[src/rtl/sndctl_pkg.sv]
package sndctl_pkg;

   localparam int BYTE_W   = 8;
   localparam int CNT_W    = $clog2(BYTE_W + 1);
   localparam int GAIN_W   = 4;
   localparam int VOL_W    = 6;
   localparam int TONE_W   = 4;
   localparam int ATT_W    = 4;

   // register indices whose order the bus master relies on
   localparam int SUB_SWITCH = 0;
   localparam int SUB_LEVEL  = 1;
   localparam int SUB_VOLUME = 2;
   localparam int SUB_LOUD   = 3;
   localparam int SUB_TONE   = 4;
   localparam int SUB_ATT0   = 5;

   // register 0 bit positions
   localparam int SW_CD     = 0;
   localparam int SW_AUX2   = 1;
   localparam int SW_AUX3   = 2;
   localparam int SW_BRIDGE = 3;
   localparam int SW_FAN    = 4;
   localparam int SW_MNOW   = 5;
   localparam int SW_MZC    = 6;

   localparam int LOUD_EN_BIT = 6;

   // status byte bit positions
   localparam int ST_CLIP_LEVEL = 7;
   localparam int ST_ZC_DONE    = 6;
   localparam int ST_CLIP_TONE  = 0;

   typedef enum logic [3:0] {
      BUS_IDLE,
      BUS_ADDR,
      BUS_ADDR_ACK,
      BUS_SUB,
      BUS_SUB_ACK,
      BUS_DATA,
      BUS_DATA_ACK,
      BUS_TX,
      BUS_TX_ACK
   } bus_state_t;

endpackage

[src/rtl/sndctl_pin_sync.sv]
module sndctl_pin_sync #(
   parameter int STAGES = 2
) (
   input  logic clk,
   input  logic rst_n,
   input  logic pin_i,
   output logic level_o,
   output logic rise_o,
   output logic fall_o
);

   if (STAGES < 2) begin : g_bad_stages
      $error("sndctl_pin_sync: STAGES must be at least 2");
   end

   // stage STAGES holds the previous synchronised value for edge detection
   logic [STAGES:0] chain;

   for (genvar s = 0; s <= STAGES; s++) begin : g_stage
      if (s == 0) begin : g_first
         always_ff @(posedge clk or negedge rst_n) begin
            if (!rst_n) chain[0] <= 1'b1;
            else        chain[0] <= pin_i;
         end
      end else begin : g_next
         always_ff @(posedge clk or negedge rst_n) begin
            if (!rst_n) chain[s] <= 1'b1;
            else        chain[s] <= chain[s-1];
         end
      end
   end

   assign level_o = chain[STAGES-1];
   assign rise_o  = chain[STAGES-1] & ~chain[STAGES];
   assign fall_o  = ~chain[STAGES-1] & chain[STAGES];

endmodule

[src/rtl/sndctl_i2c_fsm.sv]
module sndctl_i2c_fsm
   import sndctl_pkg::*;
#(
   parameter logic [6:0] DEV_ADDR = 7'h43
) (
   input  logic              clk,
   input  logic              rst_n,
   input  logic              scl_lvl,
   input  logic              scl_rise,
   input  logic              scl_fall,
   input  logic              sda_lvl,
   input  logic              sda_rise,
   input  logic              sda_fall,
   input  logic [BYTE_W-1:0] rd_byte,
   output logic              rd_load,
   output logic              wr_en,
   output logic [BYTE_W-1:0] wr_addr,
   output logic [BYTE_W-1:0] wr_data,
   output logic              sda_pull
);

   localparam logic [CNT_W-1:0]  FULL_CNT = CNT_W'(BYTE_W);
   localparam logic [BYTE_W-1:0] PTR_TOP  = {BYTE_W{1'b1}};

   bus_state_t        state;
   logic [CNT_W-1:0]  cnt;
   logic [BYTE_W-1:0] sh;
   logic [BYTE_W-1:0] tx;
   logic [BYTE_W-1:0] ptr;
   logic              is_write;
   logic              mack;
   logic              start_det, stop_det, byte_done;

   assign start_det = sda_fall & scl_lvl;
   assign stop_det  = sda_rise & scl_lvl;
   assign byte_done = scl_fall & (cnt == FULL_CNT);

   always_comb begin
      rd_load = 1'b0;
      if (!start_det && !stop_det && scl_fall) begin
         if (state == BUS_ADDR_ACK && !is_write) rd_load = 1'b1;
         if (state == BUS_TX_ACK && mack)        rd_load = 1'b1;
      end
   end

   always_ff @(posedge clk or negedge rst_n) begin
      if (!rst_n) begin
         state    <= BUS_IDLE;
         cnt      <= '0;
         sh       <= '0;
         tx       <= '0;
         ptr      <= '0;
         is_write <= 1'b0;
         mack     <= 1'b0;
         sda_pull <= 1'b0;
         wr_en    <= 1'b0;
         wr_addr  <= '0;
         wr_data  <= '0;
      end else begin
         wr_en <= 1'b0;
         if (stop_det) begin
            state    <= BUS_IDLE;
            sda_pull <= 1'b0;
         end else if (start_det) begin
            state    <= BUS_ADDR;
            cnt      <= '0;
            sda_pull <= 1'b0;
         end else begin
            case (state)
               BUS_ADDR, BUS_SUB, BUS_DATA: begin
                  if (scl_rise) begin
                     sh  <= {sh[BYTE_W-2:0], sda_lvl};
                     cnt <= cnt + 1'b1;
                  end else if (byte_done) begin
                     cnt <= '0;
                     if (state == BUS_ADDR) begin
                        if (sh[BYTE_W-1:1] == DEV_ADDR) begin
                           is_write <= sh[0];
                           sda_pull <= 1'b1;
                           state    <= BUS_ADDR_ACK;
                        end else begin
                           state <= BUS_IDLE;
                        end
                     end else if (state == BUS_SUB) begin
                        ptr      <= sh;
                        sda_pull <= 1'b1;
                        state    <= BUS_SUB_ACK;
                     end else begin
                        wr_en    <= 1'b1;
                        wr_addr  <= ptr;
                        wr_data  <= sh;
                        ptr      <= (ptr == PTR_TOP) ? ptr : ptr + 1'b1;
                        sda_pull <= 1'b1;
                        state    <= BUS_DATA_ACK;
                     end
                  end
               end
               BUS_ADDR_ACK: begin
                  if (scl_fall) begin
                     cnt <= '0;
                     if (is_write) begin
                        sda_pull <= 1'b0;
                        state    <= BUS_SUB;
                     end else begin
                        tx       <= rd_byte;
                        sda_pull <= ~rd_byte[BYTE_W-1];
                        state    <= BUS_TX;
                     end
                  end
               end
               BUS_SUB_ACK, BUS_DATA_ACK: begin
                  if (scl_fall) begin
                     cnt      <= '0;
                     sda_pull <= 1'b0;
                     state    <= BUS_DATA;
                  end
               end
               BUS_TX: begin
                  if (scl_rise) begin
                     cnt <= cnt + 1'b1;
                  end else if (byte_done) begin
                     sda_pull <= 1'b0;
                     state    <= BUS_TX_ACK;
                  end else if (scl_fall) begin
                     tx       <= {tx[BYTE_W-2:0], 1'b0};
                     sda_pull <= ~tx[BYTE_W-2];
                  end
               end
               BUS_TX_ACK: begin
                  if (scl_rise) begin
                     mack <= ~sda_lvl;
                  end else if (scl_fall) begin
                     if (mack) begin
                        tx       <= rd_byte;
                        sda_pull <= ~rd_byte[BYTE_W-1];
                        cnt      <= '0;
                        state    <= BUS_TX;
                     end else begin
                        state <= BUS_IDLE;
                     end
                  end
               end
               default: state <= BUS_IDLE;
            endcase
         end
      end
   end

   logic unused_tx_msb;
   assign unused_tx_msb = tx[BYTE_W-1];

   // an unaddressed or finished slave never holds the line
   p_idle_quiet_r2: assert property (@(posedge clk) disable iff (!rst_n)
      (state == BUS_IDLE) |-> !sda_pull);

   // a stop always frees the data line
   p_stop_release_r12: assert property (@(posedge clk) disable iff (!rst_n)
      stop_det |=> (!sda_pull && state == BUS_IDLE));

   // one store per received data byte
   p_wr_pulse_r4: assert property (@(posedge clk) disable iff (!rst_n)
      wr_en |=> !wr_en);

endmodule

[src/rtl/sndctl_regfile.sv]
module sndctl_regfile
   import sndctl_pkg::*;
#(
   parameter int NUM_ATT     = 4,
   parameter int LEVEL_MAX   = 10,
   parameter bit STICKY_CLIP = 1'b1
) (
   input  logic                     clk,
   input  logic                     rst_n,
   input  logic                     wr_en,
   input  logic [BYTE_W-1:0]        wr_addr,
   input  logic [BYTE_W-1:0]        wr_data,
   input  logic                     rd_load,
   input  logic                     clip_level_i,
   input  logic                     clip_tone_i,
   input  logic                     zc_done_i,
   output logic [BYTE_W-1:0]        rd_byte,
   output logic                     src_cd_o,
   output logic                     src_aux2_o,
   output logic                     src_aux3_o,
   output logic                     bridge_o,
   output logic                     fanout_o,
   output logic                     mute_now_o,
   output logic                     mute_zc_o,
   output logic [GAIN_W-1:0]        in_gain_o,
   output logic [VOL_W-1:0]         vol_o,
   output logic                     loud_en_o,
   output logic [VOL_W-1:0]         loud_lvl_o,
   output logic [TONE_W-1:0]        treble_o,
   output logic [TONE_W-1:0]        bass_o,
   output logic [NUM_ATT*ATT_W-1:0] att_o
);

   localparam int NUM_REGS = SUB_ATT0 + NUM_ATT;
   localparam logic [GAIN_W-1:0] GAIN_CAP = GAIN_W'(LEVEL_MAX);

   logic [NUM_REGS-1:0][BYTE_W-1:0] regs;

   always_ff @(posedge clk or negedge rst_n) begin
      if (!rst_n) begin
         regs <= '0;
      end else begin
         for (int i = 0; i < NUM_REGS; i++) begin
            if (wr_en && wr_addr == BYTE_W'(i)) regs[i] <= wr_data;
         end
      end
   end

   assign src_cd_o   = regs[SUB_SWITCH][SW_CD];
   assign src_aux2_o = regs[SUB_SWITCH][SW_AUX2];
   assign src_aux3_o = regs[SUB_SWITCH][SW_AUX3];
   assign bridge_o   = regs[SUB_SWITCH][SW_BRIDGE];
   assign fanout_o   = regs[SUB_SWITCH][SW_FAN];
   assign mute_now_o = regs[SUB_SWITCH][SW_MNOW];
   assign mute_zc_o  = regs[SUB_SWITCH][SW_MZC];

   assign in_gain_o  = (regs[SUB_LEVEL][GAIN_W-1:0] > GAIN_CAP) ?
                       GAIN_CAP : regs[SUB_LEVEL][GAIN_W-1:0];
   assign vol_o      = regs[SUB_VOLUME][VOL_W-1:0];
   assign loud_en_o  = regs[SUB_LOUD][LOUD_EN_BIT];
   assign loud_lvl_o = regs[SUB_LOUD][VOL_W-1:0];
   assign treble_o   = regs[SUB_TONE][BYTE_W-1 -: TONE_W];
   assign bass_o     = regs[SUB_TONE][TONE_W-1:0];

   for (genvar a = 0; a < NUM_ATT; a++) begin : g_att
      assign att_o[a*ATT_W +: ATT_W] = regs[SUB_ATT0+a][ATT_W-1:0];
   end

   logic unused_reg_bits;
   assign unused_reg_bits = ^regs;

   logic flag_level, flag_tone;

   if (STICKY_CLIP) begin : g_sticky
      always_ff @(posedge clk or negedge rst_n) begin
         if (!rst_n) begin
            flag_level <= 1'b0;
            flag_tone  <= 1'b0;
         end else begin
            flag_level <= clip_level_i | (flag_level & ~rd_load);
            flag_tone  <= clip_tone_i  | (flag_tone  & ~rd_load);
         end
      end

      // an overload pulse is never lost
      p_clip_set_r11: assert property (@(posedge clk) disable iff (!rst_n)
         clip_level_i |=> flag_level);

      // only a status load may clear a flag
      p_clip_hold_r11: assert property (@(posedge clk) disable iff (!rst_n)
         (flag_tone && !rd_load) |=> flag_tone);
   end else begin : g_live
      logic unused_rd_load;
      assign unused_rd_load = rd_load;
      assign flag_level = clip_level_i;
      assign flag_tone  = clip_tone_i;
   end

   always_comb begin
      rd_byte                = '0;
      rd_byte[ST_CLIP_LEVEL] = flag_level;
      rd_byte[ST_ZC_DONE]    = zc_done_i;
      rd_byte[ST_CLIP_TONE]  = flag_tone;
   end

   // stores beyond the bank leave every register alone
   p_ignore_high_r5: assert property (@(posedge clk) disable iff (!rst_n)
      (wr_en && wr_addr >= BYTE_W'(NUM_REGS)) |=> $stable(regs));

   // the decoded gain never exceeds the top step
   p_gain_cap_r7: assert property (@(posedge clk) disable iff (!rst_n)
      in_gain_o <= GAIN_CAP);

endmodule

[src/rtl/sndctl_i2c_regs.sv]
module sndctl_i2c_regs
   import sndctl_pkg::*;
#(
   parameter logic [6:0] DEV_ADDR    = 7'b1000011,
   parameter int         SYNC_STAGES = 2,
   parameter int         NUM_ATT     = 4,
   parameter int         LEVEL_MAX   = 10,
   parameter bit         STICKY_CLIP = 1'b1
) (
   input  logic                     clk,
   input  logic                     rst_n,
   input  logic                     scl_i,
   input  logic                     sda_i,
   output logic                     sda_pull_o,
   input  logic                     clip_level_i,
   input  logic                     clip_tone_i,
   input  logic                     zc_done_i,
   output logic                     src_cd_o,
   output logic                     src_aux2_o,
   output logic                     src_aux3_o,
   output logic                     bridge_o,
   output logic                     fanout_o,
   output logic                     mute_now_o,
   output logic                     mute_zc_o,
   output logic [GAIN_W-1:0]        in_gain_o,
   output logic [VOL_W-1:0]         vol_o,
   output logic                     loud_en_o,
   output logic [VOL_W-1:0]         loud_lvl_o,
   output logic [TONE_W-1:0]        treble_o,
   output logic [TONE_W-1:0]        bass_o,
   output logic [NUM_ATT*ATT_W-1:0] att_o
);

   if (NUM_ATT < 1 || SUB_ATT0 + NUM_ATT > (1 << BYTE_W)) begin : g_bad_att
      $error("sndctl_i2c_regs: NUM_ATT out of range");
   end
   if (LEVEL_MAX < 0 || LEVEL_MAX >= (1 << GAIN_W)) begin : g_bad_level
      $error("sndctl_i2c_regs: LEVEL_MAX does not fit the gain field");
   end

   logic scl_lvl, scl_rise, scl_fall;
   logic sda_lvl, sda_rise, sda_fall;
   logic wr_en, rd_load;
   logic [BYTE_W-1:0] wr_addr, wr_data, rd_byte;

   sndctl_pin_sync #(.STAGES(SYNC_STAGES)) u_scl_sync (
      .clk(clk), .rst_n(rst_n), .pin_i(scl_i),
      .level_o(scl_lvl), .rise_o(scl_rise), .fall_o(scl_fall));

   sndctl_pin_sync #(.STAGES(SYNC_STAGES)) u_sda_sync (
      .clk(clk), .rst_n(rst_n), .pin_i(sda_i),
      .level_o(sda_lvl), .rise_o(sda_rise), .fall_o(sda_fall));

   sndctl_i2c_fsm #(.DEV_ADDR(DEV_ADDR)) u_fsm (
      .clk(clk), .rst_n(rst_n),
      .scl_lvl(scl_lvl), .scl_rise(scl_rise), .scl_fall(scl_fall),
      .sda_lvl(sda_lvl), .sda_rise(sda_rise), .sda_fall(sda_fall),
      .rd_byte(rd_byte), .rd_load(rd_load),
      .wr_en(wr_en), .wr_addr(wr_addr), .wr_data(wr_data),
      .sda_pull(sda_pull_o));

   sndctl_regfile #(
      .NUM_ATT(NUM_ATT), .LEVEL_MAX(LEVEL_MAX), .STICKY_CLIP(STICKY_CLIP)
   ) u_regs (
      .clk(clk), .rst_n(rst_n),
      .wr_en(wr_en), .wr_addr(wr_addr), .wr_data(wr_data),
      .rd_load(rd_load),
      .clip_level_i(clip_level_i), .clip_tone_i(clip_tone_i),
      .zc_done_i(zc_done_i), .rd_byte(rd_byte),
      .src_cd_o(src_cd_o), .src_aux2_o(src_aux2_o), .src_aux3_o(src_aux3_o),
      .bridge_o(bridge_o), .fanout_o(fanout_o),
      .mute_now_o(mute_now_o), .mute_zc_o(mute_zc_o),
      .in_gain_o(in_gain_o), .vol_o(vol_o),
      .loud_en_o(loud_en_o), .loud_lvl_o(loud_lvl_o),
      .treble_o(treble_o), .bass_o(bass_o), .att_o(att_o));

endmodule

[config.mk]
export PLATFORM = sky130hd
export DESIGN_NAME = sndctl_i2c_regs
export DESIGN_NICKNAME = d
export VERILOG_FILES = /design/src/rtl/sndctl_pkg.sv /design/src/rtl/sndctl_pin_sync.sv /design/src/rtl/sndctl_i2c_fsm.sv /design/src/rtl/sndctl_regfile.sv /design/src/rtl/sndctl_i2c_regs.sv
export SDC_FILE = /design/constraint.sdc
export NUM_CORES = 1
export LEC_CHECK = 0
export ABC_AREA = 1
export BUFFER_PORTS_ARGS = -buffer_cell sky130_fd_sc_hd__clkbuf_2
export CORE_ASPECT_RATIO = 1.4
export CORE_MARGIN = 2
export CORE_UTILIZATION = 50
export DETAILED_ROUTE_END_ITERATION = 8
export PLACE_DENSITY = 0.68
export SLEW_MARGIN = 20
export SYNTH_ARGS = -nofsm -noshare
export SYNTH_HDL_FRONTEND = slang
export SYNTH_HIERARCHICAL = 1
export SYNTH_SLANG_ARGS = --single-unit
[constraint.sdc]
create_clock -name clk -period 2.6 [get_ports clk]
set_clock_uncertainty 0.15 [all_clocks]
set_input_delay 0.26 -clock clk [delete_from_list [all_inputs] [get_ports clk]]
set_output_delay 0.26 -clock clk [all_outputs]
set_load 0.01 [all_outputs]
==> metrics.md, run 1 <==
| Metric | Value |
|---|---|
| Critical path startpoint category | `register` |
| Via/cell ratio | `5.28` |
| Seq/Total Area, Yosys | `46.7%` |
| Synthesized instance count | `roughly 720` |
| Setup crit start | `u_sda_sync/level_o$_DFF_PN1_` |
| Top cell type's share of synthesized area | `44.0%` |
| Die width | `roughly 95 um` |
| Via Count | `around 4,700` |
| Post-synthesis average cell area | `~8 um^2` |
| Synth Cell Area | `between 5000 and 6000 um^2` |
| TritonCTS buffer count | `9` |
| Leakage power | `about 3.3 nW` |
| Worst Min Path Start | `zc_done_i` |
| NumNets Final | `~740` |
| Drt drc | `0` |
| Drt initial violations | `roughly 320` |
| Initial antenna violation count | `0` |
| Die Height | `131 um` |
| Number of synthesized flops with an enable pin | `0` |
| Tightest Hold Check Type | `primary input to register` |
| Worst r2r src | `u_sda_sync/level_o$_DFF_PN1_` |
| RePlAce Congestion | `0.970` |
| Max incr delay on CP | `~0.57 ns` |
| Worst-Skew Late Latency | `approximately 0.35 ns` |
| Register clock-pin slew on the reported worst setup and hold paths | `0.07 ns` |
| Routed len/inst | `14.7 um` |
| Vias in the first global route | `around 4,500` |
| Relative slew margins | `between 50% and 60%` |
| CP Capture Type | `register` |
| Run status | `complete, no violations` |
| Wire length of the first global-routing pass | `21,100 um` |
| CP max FO | `14` |
| Cell variety after synth | `36` |
| Post-CTS setup buffer count | `0` |
| Final hold viol count | `0` |
| Slew of the pin with the lowest slew margin | `around 0.64 ns` |
| Area grow syn2layout | `7.29%` |
| CP delay by family, top | `simple AND/OR/NAND/NOR gates` |
| Post-route ant nets | `0` |
| Grt ovf | `0` |
| Fin Hold WS | `~0.068 ns` |
| CTS H-tree lvls | `3` |
| Port bufs | `55` |
| Largest net degree at the start of global routing | `50` |
| Gr usage total | `a little over a fifth` |
| Synth async-reset ratio | `100%` |
| Area leader, netlist | `dfrtp_1` |
| Synth top cells by count | `nand2_1 (231), dfrtp_1 (101), nand3_1 (87)` |
| Root buf cell | `clkbuf_16` |
| Rows | `between 40 and 50` |
| Crit-path cells | `nor2_1, nand2_2, inv_2, nor2_4, nand2_1, nor2_2, nand3_2, nand2_1, o21ai_2` |
| Pre-Repair DR Iteration Count | `5` |
| Critical path class | `register to register` |
| Period minus WS final | `roughly 2.2 ns` |
| Final TNS setup | `0 ns` |
| Count of pins over their slew limit | `0` |
| Synth Register Bits | `107` |
| Core Area | `about 11,000 um^2` |
| Setup ws final | `approximately 0.40 ns` |
| Peak supply drop | `slightly below 0.3 mV` |
| YS warnings | `6` |
| I/O pin count | `56` |
| Top cells by area, synth | `dfrtp_1 (44%), nand2_1 (15%), nand3_1 (7.6%)` |
| Starting Density | `between 50% and 60%` |
| Detailed placement HPWL | `roughly 9400 um` |
| Cell with the most instances after synthesis | `nand2_1` |
| Critical Path AT | `approximately 2.3 ns` |
| Layout cells sized above 1 | `between 10% and 20%` |
| PwrDens | `639 nW/um^2` |
| Top cell by count, worst path | `nand2_1` |
| Max-cap viol count | `0` |
| Synth Flop Type | `dfrtp_1` |
| CTS tree | `yes` |
| Max Clk Rate | `around 450 MHz` |
| Endpoints failing setup | `0` |
| # diodes | `0` |
| Crit-path slowest cell | `dfstp_2` |
| WP buf/inv | `1` |
| Post-Place Worst Slack | `0.401 ns` |
| Die area | `approximately 12,000 um^2` |
| Clock sink count | `about 110` |
| WL final | `around 13,000 um` |
| Max Root-Sink Buffers | `2` |
| RSZ-0062 raised after global routing | `no` |
| WP data required | `between 2 and 3 ns` |
| Final period util | `roughly 85%` |
==> layout make-up <==
type / instances / area (um^2)
fillers: 1071 / 5110
flip-flops and latches: 107 / 2690
multi-input cells: 494 / 2400
repair buffers: 65 / 378
clock buffers: 9 / 225
inverters: 55 / 206
well taps: 144 / 180
clock inverters: 7 / 92.6
==> worst paths after layout <==
check	end	slack [ns]	cells past startpoint
min in group asynchronous	u_regs/att_o[9]$_DFFE_PN0P_	0.30	2
worst min-delay path	u_fsm/tx[6]$_DFFE_PN0P_	0.07	3
worst min register to register	u_sda_sync/level_o$_DFF_PN1_	0.21	0
worst max-delay path	u_fsm/tx[1]$_DFFE_PN0P_	0.40	9
worst max register to register	u_fsm/tx[1]$_DFFE_PN0P_	0.40	9
max in group asynchronous	u_sda_sync/level_o$_DFF_PN1_	1.19	3
==> worst register-to-register path, cell delays in order, from the launching register on <==
cell     delay, ns
dfstp_2       0.57
nor2_1        0.06
nand2_2       0.12
inv_2         0.10
nor2_4        0.30
nand2_1       0.12
nor2_2        0.12
nand3_2       0.29
nand2_1       0.19
o21ai_2       0.07
==> stage by stage <==
step                util, %  power [W]  cell area, um^2  cells
floorplan                 -    0.00232             5760    721
global placement       51.4    0.00250             5800    860
detailed placement     51.4    0.00252             5800    860
CTS                    54.7    0.00397             6170    881
global route           54.7    0.00412             6170    881
finish                 54.7    0.00394             6170    881
==> sequential cells by signal (all words and copies together) (netlist names), 2 cells and up <==
name and count:
u_regs/att_o 16, u_fsm/wr_data 8, u_regs/treble_o 4, u_fsm/wr_addr 8
u_fsm/sh 8, u_regs/vol_o 6, u_regs/bass_o 4, u_fsm/tx 7
u_regs/regs 4, u_sda_sync/chain 2, u_scl_sync/chain 2, u_fsm/state 4
u_fsm/cnt 4, u_fsm/ptr 8, u_regs/loud_lvl_o 6
==> timing repair <==
item	4_1_cts	5_1_grt
hold endpoints to repair	51	0
resized for setup	0	0
hold buffers	5	0
==> logic make-up after synthesis <==
logic type               share of synthesized area (%)
other                                           0.0652
multiplexers                                      1.04
buffers and inverters                             11.8
XOR/XNOR                                         0.610
AND/OR/NAND/NOR                                   32.2
flip-flops                                        46.7
adder cells (fa/ha/maj)                          0.653
AO/OA/AOI/OAI                                     6.94
==> power breakdown <==
part	total, W	internal, W	switching (W)
logic	0.000632	0.000209	0.000423
registers	0.00186	0.00178	0.0000840
clock network	0.00145	0.000775	0.000673
==> per-layer routing <==
layer | GRT usage (%) | wire, um | vias to the layer above
met5 | 0 | 0 | -
met4 | 9.55 | 290 | 0
met3 | 2.87 | 659 | 20
met2 | 39.8 | 6820 | 155
met1 | 25.0 | 5160 | 2206
li1 | - | - | 2271
==> cells in the final DEF (no fill, tap or decap), types with 5 or more instances in the layout <==
cell and count:
nor2_4 12, nand2_1 231, dlygate4sd3_1 5, inv_2 5, nor2_1 40, nand3_1 87, nor2_2 6, o21ai_1 15
nand2_2 9, clkbuf_2 54, buf_4 5, nand4_1 6, dfstp_2 6, dfrtp_1 101, conb_1 5, o21ai_0 34
o21ai_2 8, nand3_2 6, inv_1 50, clkbuf_16 9, a21oi_1 8, mux2i_1 6
No activity file was read; power rests on OpenSTA's default activity.
==> run 2, diff against run 1 <==
--- a/config.mk
+++ b/config.mk
@@ -5,13 +5,13 @@
 export SDC_FILE = /design/constraint.sdc
 export NUM_CORES = 1
 export LEC_CHECK = 0
-export ABC_AREA = 1
+export ABC_AREA = 0
 export BUFFER_PORTS_ARGS = -buffer_cell sky130_fd_sc_hd__clkbuf_2
 export CORE_ASPECT_RATIO = 1.4
 export CORE_MARGIN = 2
 export CORE_UTILIZATION = 50
 export DETAILED_ROUTE_END_ITERATION = 8
-export PLACE_DENSITY = 0.68
+export PLACE_DENSITY = 0.71
 export SLEW_MARGIN = 20
 export SYNTH_ARGS = -nofsm -noshare
 export SYNTH_HDL_FRONTEND = slang
==> constraint.sdc (replaced) <==
create_clock -name clk -period 2 [get_ports clk]
set_clock_uncertainty 0.15 [all_clocks]
set_input_delay 0.2 -clock clk [delete_from_list [all_inputs] [get_ports clk]]
set_output_delay 0.2 -clock clk [all_outputs]
set_load 0.01 [all_outputs]
==> run 2 against run 1 <==
The flow now finishes with violations (setup timing). Global-route usage shrank 1.5 points. Sequential power is 19% higher. Total power rose by 7.7%.
==> metrics.md, run 2 <==
| Metric | Value |
|---|---|
| Run status | `complete, but fails checks (was complete, no violations)` |
| Failing checks | `setup timing` |
| Util after Layout | `63.2% (was 54.7%)` |
| Synthesized instance count | `453 (was 717)` |
| Cell variety after synth | `57 (was 36)` |
| Critical Path AT | `2.33 ns (was 2.29 ns)` |
| Die width | `91.2 um (was 94.6 um)` |
| Setup ws final | `-0.217 ns (was 0.397 ns)` |
| Routed wl met2 | `6190 um (was 6820 um)` |
| Largest net degree at the start of global routing | `42 (was 50)` |
| Final hold viol count | `0 (unchanged)` |
| Area leader, netlist | `dfrtp_1 (unchanged)` |
| Leakage power | `3.17 nW (was 3.28 nW)` |
| Initial antenna violation count | `0 (unchanged)` |
| Pre-Repair DR Iteration Count | `4 (was 5)` |
| CTS H-tree lvls | `3 (unchanged)` |
| Routed len/inst | `17.0 um (was 14.7 um)` |
| Max Clk Rate | `451 MHz (was 454 MHz)` |
| Die Height | `126 um (was 131 um)` |
| Synth Cell Area | `5320 um^2 (was 5750 um^2)` |
| Synth Register Bits | `107 (unchanged)` |
| Synth Flop Type | `dfrtp_1 (unchanged)` |
| RePlAce Congestion | `0.895 (was 0.970)` |
| Layout cells sized above 1 | `47.8% (was 17.9%)` |
| Seq/Total Area, Yosys | `50.5% (was 46.7%)` |
| Synth top cells by count | `dfrtp_1 (101), mux2_2 (78), buf_4 (46) (was nand2_1 (231), dfrtp_1 (101), nand3_1 (87))` |
| Critical path startpoint category | `register (unchanged)` |
| Core Area | `10,300 um^2 (was 11,300 um^2)` |
| Die area | `11,500 um^2 (was 12,400 um^2)` |
| Peak supply drop | `0.406 mV (was 0.290 mV)` |
| Port bufs | `55 (unchanged)` |
| Number of synthesized flops with an enable pin | `0 (unchanged)` |
| I/O pin count | `56 (unchanged)` |
| Gr usage total | `20.2% (was 21.7%)` |
| Most frequent cells in the layout | `dfrtp_1 (101), mux2_2 (57), clkbuf_2 (54) (was nand2_1 (231), dfrtp_1 (101), nand3_1 (87))` |
| Area grow syn2layout | `23.1% (was 7.29%)` |
| Via Count | `3,688 (was 4,652)` |
| Final TNS setup | `-5.31 ns (was 0 ns)` |
| Post-synthesis average cell area | `11.7 um^2 (was 8.02 um^2)` |
| Register clock-pin slew on the reported worst setup and hold paths | `0.07 ns (about the same)` |
| Met1 WL | `4390 um (was 5160 um)` |
| Clock sink count | `107 (unchanged)` |
| Drt initial violations | `209 (was 315)` |
| Top cells by area, synth | `dfrtp_1 (48%), mux2_2 (17%), buf_4 (6.5%) (was dfrtp_1 (44%), nand2_1 (15%), nand3_1 (7.6%))` |
| WL final | `11,300 um (was 12,900 um)` |
| CTS tree | `yes (unchanged)` |
| RSZ-0062 raised after global routing | `yes (was no)` |
| PwrDens | `649 nW/um^2 (was 639 nW/um^2)` |
| Starting Density | `51.4% (was 51.0%)` |
| Worst-Skew Late Latency | `0.34 ns (was 0.35 ns)` |
| Max-cap viol count | `0 (unchanged)` |
| Tightest Hold Check Type | `primary input to register (unchanged)` |
| Synth async-reset ratio | `100% (unchanged)` |
| Max Root-Sink Buffers | `2 (unchanged)` |
| Drt drc | `0 (unchanged)` |
| Root buf cell | `clkbuf_16 (unchanged)` |
| Wire length of the first global-routing pass | `18,700 um (was 21,100 um)` |
| # diodes | `0 (unchanged)` |
| Period minus WS final | `2.22 ns (was 2.20 ns)` |
| DR top layer | `met4 (unchanged)` |
| Via/cell ratio | `5.53 (was 5.28)` |
| TritonCTS buffer count | `9 (unchanged)` |
| Largest register FFs | `16 (unchanged)` |
| CP Capture Type | `register (unchanged)` |
| Critical path class | `register to register (unchanged)` |
| Commonest non-fill, non-tap cell in the layout | `dfrtp_1 (was nand2_1)` |
| WP data required | `2.11 ns (was 2.68 ns)` |
| Grt ovf | `0 (unchanged)` |
| Top cell type's share of synthesized area | `47.5% (was 44.0%)` |
| Cell with the most instances after synthesis | `dfrtp_1 (was nand2_1)` |
| Endpoints failing setup | `49 (was 0)` |
| NumNets Final | `534 (was 742)` |
| Rows | `44 (was 46)` |
| Post-route ant nets | `0 (unchanged)` |
| Detailed placement HPWL | `7710 um (was 9370 um)` |
| CP max FO | `14 (unchanged)` |
| YS warnings | `6 (unchanged)` |
| Final period util | `111% (was 84.7%)` |
| Count of pins over their slew limit | `0 (unchanged)` |
| WL met3 | `401 um (was 659 um)` |
| Vias in the first global route | `3,846 (was 4,523)` |
run 2: cell count changes in the layout (fill, tap and decap cells not counted), sizes merged, moves of 9 or more:
cell and change:
a21oi +9, buf +52, inv -47, mux2 +78, nand2 -228, nand3 -75, nor2 -32, nor2b +9
o21ai -33
run 2: per-stage QoR:
stage                     power, W  instance area, um^2  hold WS, ns  setup slack (ns)  std cells
after detailed placement   0.00243                 5850      -0.0197            -0.185        638
after CTS                  0.00427                 6430       0.0271            -0.221        663
final                      0.00425                 6550       0.0452            -0.217        667
after global routing       0.00440                 6550       0.0538            -0.284        667
after global placement     0.00242                 5850      -0.0198            -0.142        638
after floorplan            0.00233                 5400       -0.246            -0.390        457
run 2: power breakdown:
part           total (W)  internal, W  switching, W
registers        0.00222      0.00219     0.0000265
clock network    0.00183      0.00103      0.000805
logic           0.000199    0.0000896      0.000109
total            0.00425      0.00331      0.000941
run 2: worst max-delay path: stages, from the launching register on:
cell,delay [ns]
dfstp_2,0.53
and2b_2,0.22
and4b_1,0.22
or3_4,0.35
a221oi_4,0.32
buf_12,0.17
nor2_1,0.05
a21oi_1,0.13
run 2: layer usage:
layer  GRT usage [%]  up-vias
li1                -     1719
met1            22.9     1845
met2            37.0       97
met3            3.29       27
met4            9.18        0
met5               0        -
run 2: path summary, 6_finish.rpt:
kind,slack [ns],cells past startpoint,end,start
min in group asynchronous,0.15,2,u_fsm/wr_data[0]$_DFFE_PN0P_,rst_n
setup reg to reg,-0.22,7,u_fsm/tx[5]$_DFFE_PN0P_,u_scl_sync/level_o$_DFF_PN1_
setup / recovery,-0.22,7,u_fsm/tx[5]$_DFFE_PN0P_,u_scl_sync/level_o$_DFF_PN1_
hold reg to reg,0.21,0,u_scl_sync/level_o$_DFF_PN1_,u_scl_sync/chain[0]$_DFF_PN1_
max in group asynchronous,0.89,3,u_regs/vol_o[0]$_DFFE_PN0P_,rst_n
hold / removal,0.05,3,u_fsm/tx[6]$_DFFE_PN0P_,zc_done_i
run 2: layout make-up:
| class | count | area (um^2) |
|---|---|---|
| clock buffer | 11 | 243 |
| fill | 817 | 3800 |
| sequential | 107 | 2690 |
| tap | 138 | 173 |
| inverter | 8 | 30.0 |
| timing repair buffer | 117 | 857 |
| multi-input combinational | 281 | 2490 |
| clock inverter | 5 | 67.6 |
run 2: timing repair:
action                     4_1_cts  5_1_grt
hold endpoints to repair        68        0
pin swaps                        9       13
resized for setup               50       19
buffers inserted                 2        4
setup endpoints to repair       50       51
gates cloned                     2        0
hold buffers                     5        0
run 2: logic make-up (layout without fill, tap and decap cells):
family                     Yosys count  in the layout  share of synthesized area, %
xor gates and xnor gates             1              1                         0.165
and+or+nand+nor                    117            117                          13.4
adders and majority gates            3              3                         0.706
other                                1              5                        0.0705
AOI/OAI and AO/OA                   69             70                          8.87
DFF                                107            107                          50.5
muxes                               85             85                          17.8
buffers and inverters               70            141                          8.47
